[config.mk]
export PLATFORM = sky130hd
export DESIGN_NAME = ffq_fwft
export DESIGN_NICKNAME = d
export VERILOG_FILES = /design/src/rtl/ffq_pkg.sv /design/src/rtl/ffq_mem.sv /design/src/rtl/ffq_ctrl.sv /design/src/rtl/ffq_fwft.sv
export SDC_FILE = /design/constraint.sdc
export NUM_CORES = 1
export LEC_CHECK = 0
export ABC_CLOCK_PERIOD_IN_PS = 2820
export BUFFER_PORTS_ARGS = -buffer_cell sky130_fd_sc_hd__buf_4
export CORE_MARGIN = 5
export CORE_UTILIZATION = 30
export CTS_BUF_LIST = sky130_fd_sc_hd__clkbuf_4 sky130_fd_sc_hd__clkbuf_8 sky130_fd_sc_hd__clkbuf_16
export CTS_CLUSTER_DIAMETER = 200
export DETAILED_ROUTE_END_ITERATION = 6
export GPL_TIMING_DRIVEN = 0
export PLACE_DENSITY = 0.49
export SLEW_MARGIN = 20
export SYNTH_ARGS = -nofsm -noshare
export SYNTH_HDL_FRONTEND = slang
export SYNTH_SLANG_ARGS = --single-unit
[constraint.sdc]
create_clock -name clk -period 2.82 [get_ports clk]
set_input_delay 0.564 -clock clk [delete_from_list [all_inputs] [get_ports clk]]
set_output_delay 0.564 -clock clk [all_outputs]
set_load 0.01 [all_outputs]
[src/rtl/ffq_pkg.sv]
package ffq_pkg;

    localparam int FFQ_DW = 16;
    localparam int FFQ_AW = 4;

    typedef enum logic [1:0] {
        FFQ_IDLE = 2'b00,
        FFQ_PUSH = 2'b01,
        FFQ_POP  = 2'b10
    } ffq_cmd_e;

    function automatic ffq_cmd_e ffq_decode(input logic en, input logic wr);
        if (!en)
            return FFQ_IDLE;
        return wr ? FFQ_PUSH : FFQ_POP;
    endfunction

endpackage

[src/rtl/ffq_mem.sv]
module ffq_mem #(
    parameter int DW = 16,
    parameter int AW = 4
) (
    input  logic          clk,
    input  logic          we,
    input  logic [AW-1:0] waddr,
    input  logic [DW-1:0] wdata,
    input  logic [AW-1:0] raddr,
    output logic [DW-1:0] rdata
);
    localparam int DEPTH = 1 << AW;

    logic [DW-1:0] word_q [DEPTH];

    for (genvar i = 0; i < DEPTH; i++) begin : g_word
        always_ff @(posedge clk) begin
            if (we && (waddr == AW'(i)))
                word_q[i] <= wdata;
        end
    end

    assign rdata = word_q[raddr];

endmodule

[src/rtl/ffq_ctrl.sv]
module ffq_ctrl
    import ffq_pkg::*;
#(
    parameter int AW = 4
) (
    input  logic          clk,
    input  logic          rst,
    input  ffq_cmd_e      cmd,
    output logic          mem_we,
    output logic [AW-1:0] wptr,
    output logic [AW-1:0] rptr,
    output logic          empty,
    output logic          full,
    output logic [AW-1:0] level
);
    localparam logic [AW-1:0] CAP = {AW{1'b1}};
    localparam logic [AW-1:0] ONE = AW'(1);

    typedef struct packed {
        logic [AW-1:0] wptr;
        logic [AW-1:0] rptr;
        logic [AW-1:0] cnt;
        logic          empty;
        logic          full;
    } ctrl_t;

    ctrl_t st_d, st_q;
    logic  push_ok, pop_ok;

    always_comb begin
        push_ok = (cmd == FFQ_PUSH) && !st_q.full;
        pop_ok  = (cmd == FFQ_POP) && !st_q.empty;
        st_d    = st_q;
        if (rst) begin
            st_d       = '0;
            st_d.empty = 1'b1;
            push_ok    = 1'b0;
        end else if (push_ok) begin
            st_d.wptr  = st_q.wptr + ONE;
            st_d.cnt   = st_q.cnt + ONE;
            st_d.empty = 1'b0;
            st_d.full  = (st_q.cnt == CAP - ONE);
        end else if (pop_ok) begin
            st_d.rptr  = st_q.rptr + ONE;
            st_d.cnt   = st_q.cnt - ONE;
            st_d.full  = 1'b0;
            st_d.empty = (st_q.cnt == ONE);
        end
    end

    always_ff @(posedge clk) begin
        st_q <= st_d;
    end

    assign mem_we = push_ok;
    assign wptr   = st_q.wptr;
    assign rptr   = st_q.rptr;
    assign empty  = st_q.empty;
    assign full   = st_q.full;
    assign level  = st_q.cnt;

endmodule

[src/rtl/ffq_fwft.sv]
module ffq_fwft
    import ffq_pkg::*;
#(
    parameter int DW = FFQ_DW,
    parameter int AW = FFQ_AW
) (
    input  logic          clk,
    input  logic          rst,
    input  logic          en,
    input  logic          wr,
    input  logic [DW-1:0] din,
    output logic [DW-1:0] dout,
    output logic          empty,
    output logic          full,
    output logic [AW-1:0] level
);
    ffq_cmd_e      cmd;
    logic          mem_we;
    logic [AW-1:0] wptr, rptr;

    assign cmd = ffq_decode(en, wr);

    ffq_ctrl #(.AW(AW)) u_ctrl (
        .clk    (clk),
        .rst    (rst),
        .cmd    (cmd),
        .mem_we (mem_we),
        .wptr   (wptr),
        .rptr   (rptr),
        .empty  (empty),
        .full   (full),
        .level  (level)
    );

    ffq_mem #(.DW(DW), .AW(AW)) u_mem (
        .clk    (clk),
        .we     (mem_we),
        .waddr  (wptr),
        .wdata  (din),
        .raddr  (rptr),
        .rdata  (dout)
    );

endmodule

==> results.py <==
metrics = {
    "floorplanning": {
        "rows": 68,
        "die-area_mm2": 0.0389,
        "initial_core_util_pct": 30.5,
        "die_w_um": 197,
        "core_mm2": 0.0345,
        "die_h_um": 197,
        "io_pins": 42,
    },
    "synth": {
        "async_flop_share_pct": 0,
        "synthAdderAreaFrac_pct": 1.07,
        "synth_simple_gate_area_share_pct": 3.63,
        "synth_compound_area_share_pct": 3.45,
        "synth_top_family_by_area": "multiplexers",
        "synth.area.mux_share_pct": 13.9,
        "syn_inst": 512,
        "ys.flop_type": "edfxtp_1",
        "synth.distinct_cells": 38,
        "avgSynthCellArea_um2": 20.5,
        "synth_seq_cells": 274,
        "syn_area_mm2": 0.0105,
        "ys.warnings.count": 0,
        "yosysSeqAreaShare_pct": 76.5,
        "mappedNetlistNets": 541,
        "synth_xor_area_share_pct": 0.0832,
        "synth_edf_count": 256,
    },
    "timing": {
        "fmax_mhz": 351,
        "fin_crit_sh_pct": 101,
        "drv_slew": 0,
        "finalSetupViolations": 1,
        "worst-slew-pin-transition_ns": 0.809,
        "maxSlewHeadroom_pct": 45.9,
        "fin_ws_ns": -0.0313,
        "period_minus_slack_ns": 2.85,
        "fin_skew_ns": 0.00904,
        "rsz0062_at_grt": "yes",
        "hold_viol": 0,
    },
    "status": {
        "violations": "setup timing",
        "status": "finished with violations",
    },
    "setup_path": {
        "crit_fanout": 6,
        "worst-path-buf-inv": 4,
        "start_kind": "register",
        "cp.depth": 7,
        "cp_cell_sequence": "buf_12 > buf_12 > buf_12 > mux4_2 > a22oi_2 > nand2_2 > buf_6",
        "cp.required_ns": 2.26,
        "slowest_delay_ns": 0.53,
        "crit_end": "dout[6]",
        "r2r_slack_ns": 0.76,
        "cp_slowest_cell": "mux4_2",
        "cp_top_family": "buffers and inverters",
        "worstPathArrival_ns": 2.29,
        "cp_common_cell": "buf_12",
        "reg2reg_depth": 3,
        "crit_path_end_kind": "output pin",
        "crit_type": "reg -> out",
        "r2r_end": "u_mem.word_q[8][5]",
        "reg2reg_from": "u_ctrl.wptr[3]",
    },
    "place": {
        "dpl_cell_area_mm2": 0.0117,
        "place_congestion": 0.726,
        "hpwl_mm": 15.5,
        "post-place-cells": 1024,
        "io_buffer_count": 41,
    },
    "routing": {
        "drt-total-wl_mm": 24.2,
        "num_vias": 5265,
        "ant_nets": 0,
        "wire_per_inst_um": 22.4,
        "first_pass_iters": 5,
        "vias_per_cell": 4.86,
        "drt_iter0_drc": 347,
        "drc": 0,
    },
    "global_route": {
        "grt_max_degree": 17,
        "grt_pass1_vias": 5765,
        "antenna_found_initial": 0,
        "grtUsageTotal_pct": 12.5,
        "grt_pass1_wl_mm": 36.3,
        "overflow": 0,
    },
    "clocking": {
        "root_buffer": "clkbuf_16",
        "h-tree-depth": 1,
        "clock_latency_ns": 0.53,
        "cts_tree": "done",
        "path_clk_slew_ns": 0.06,
        "cts-hold-fix-buffers": 0,
        "numCtsBuffers": 28,
        "numClockSinks": 274,
        "clk_path_buf_depth": 3,
    },
    "power_and_ir_drop": {
        "finalPower_mw": 8.69,
        "power.density_mw_per_mm2": 661,
        "p_int_mw": 7.06,
        "combPwrFrac_pct": 3.5,
        "clock_power_share_pct": 45.0,
        "peakVddDrop_mv": 0.457,
        "power_switching_mw": 1.63,
        "p_leak_nw": 4.12,
        "power_frac_seq_pct": 51.5,
        "p_sw_share_pct": 18.8,
    },
    "layout": {
        "final_cell_area_mm2": 0.0131,
        "drive_gt1_share_pct": 39.5,
        "final_net_count": 635,
        "stdcell_count": 1083,
        "layout_common_cells": "edfxtp_1 (256), mux4_2 (64), buf_4 (41), clkbuf_16 (30), a22oi_2 (23)",
        "area.growth.synth_to_final_pct": 24.9,
        "final_common_cell": "edfxtp_1",
        "antenna_cells": 0,
    },
    "flow_run": {
        "maxCapViolations": 0,
    },
    "min_path": {
        "hp-class": "in -> reg",
        "min_path_cells": 1,
    },
}
[what timing repair did]
item / CTS / global route
resized for setup: 88 / 25
pin swaps: 18 / 7
endpoints found under the setup margin: 16 / 16
buffers inserted: 6 / 0
hold endpoints to repair: 0 / 0
cloned: 2 / 1
[routing by layer]
layer  vias up  GRT usage (%)  part of all wire, %
met5         -              0                    0
met1      2783           17.6                   45
li1       2308              -                    -
met2       132           20.3                   49
met3        42           2.05                  4.4
met4         0           3.00                  2.1
[layout make-up]
class | instances | area (um2)
Clock inverter | 19 | 241
Sequential cell | 274 | 8050
Buffer | 25 | 259
Multi-Input combinational cell | 205 | 2540
Tap cell | 455 | 569
Fill cell | 3175 | 21400
Inverter | 6 | 22.5
Clock buffer | 33 | 756
Timing Repair Buffer | 66 | 699
[state kept, by name (all words and copies together), names as in the netlist, named ones only]
signal	flops
u_ctrl.full	1
u_ctrl.level	4
u_ctrl.wptr	4
u_mem.word_q	256
u_ctrl.rptr	4
u_ctrl.empty	1
[cells by family (layout without fill, tap and decap cells)]
family / after synthesis / in the layout
multiplexers: 66 / 66
AO/OA/AOI/OAI: 54 / 54
flip-flops: 274 / 274
XOR/XNOR: 1 / 1
adder cells (fa/ha/maj): 9 / 9
buffers and inverters: 33 / 149
AND/OR/NAND/NOR: 75 / 75
[worst min path at each step]
| stage | from | to | slack (ns) |
|---|---|---|---|
| 2_1_floorplan | u_ctrl.rptr[1] | register | 0.48 |
| 5_1_grt | din[5] | u_mem.word_q[7][5] | 0.31 |
| 3_5_place_dp | u_ctrl.rptr[1] | u_ctrl.rptr[1] | 0.51 |
| 3_3_place_gp | u_ctrl.rptr[1] | u_ctrl.rptr[1] | 0.49 |
| 6_report | din[5] | u_mem.word_q[7][5] | 0.33 |
| 4_1_cts | din[5] | u_mem.word_q[7][5] | 0.29 |
[synthesized netlist by cell type, drive strengths merged (2+ instances only)]
library cell / count / share of area (%)
buf: 17 / 0.80
nand3: 3 / 0.14
nor2: 16 / 0.57
nor2b: 3 / 0.18
nor3: 8 / 0.38
mux4: 64 / 14
a22oi: 32 / 2.3
a21oi: 14 / 0.67
edfxtp: 256 / 73
or3: 4 / 0.24
inv: 6 / 0.21
clkbuf: 10 / 0.37
dfxtp: 18 / 3.4
ha: 9 / 1.1
nand2: 28 / 1.0
o21ai: 4 / 0.19
and3b: 2 / 0.18
nand2b: 2 / 0.12
[power groups by stage]
| stage | clock network (mW) | logic (mW) | registers, mW |
|---|---|---|---|
| after detailed placement | 0 | 0.262 | 4.56 |
| final | 3.91 | 0.305 | 4.47 |
| after global placement | 0 | 0.249 | 4.55 |
| after global routing | 4.19 | 0.331 | 4.47 |
| after CTS | 4.01 | 0.303 | 4.47 |
| after floorplan | 0 | 0.124 | 4.56 |
[worst reg2reg max path, cell delays in order, from the launching register on]
cell and delay [ns]:
dfxtp_1 0.31, buf_1 0.34, nand2b_1 0.33, nor2_4 0.71
[per-stage QoR]
step | setup TNS [ns] | setup slack [ns] | utilization (%) | hold WS, ns
floorplan | 0 | 0.295 | - | 0.476
global placement | -119.71 | -1.14 | 33.0 | 0.489
detailed placement | -0.288 | -0.0923 | 33.7 | 0.510
CTS | -0.205 | -0.0404 | 37.8 | 0.295
global route | -0.956 | -0.0944 | 38.0 | 0.308
finish | -0.0313 | -0.0313 | 38.0 | 0.325
Note: power is estimated with default switching activity, not from simulation.
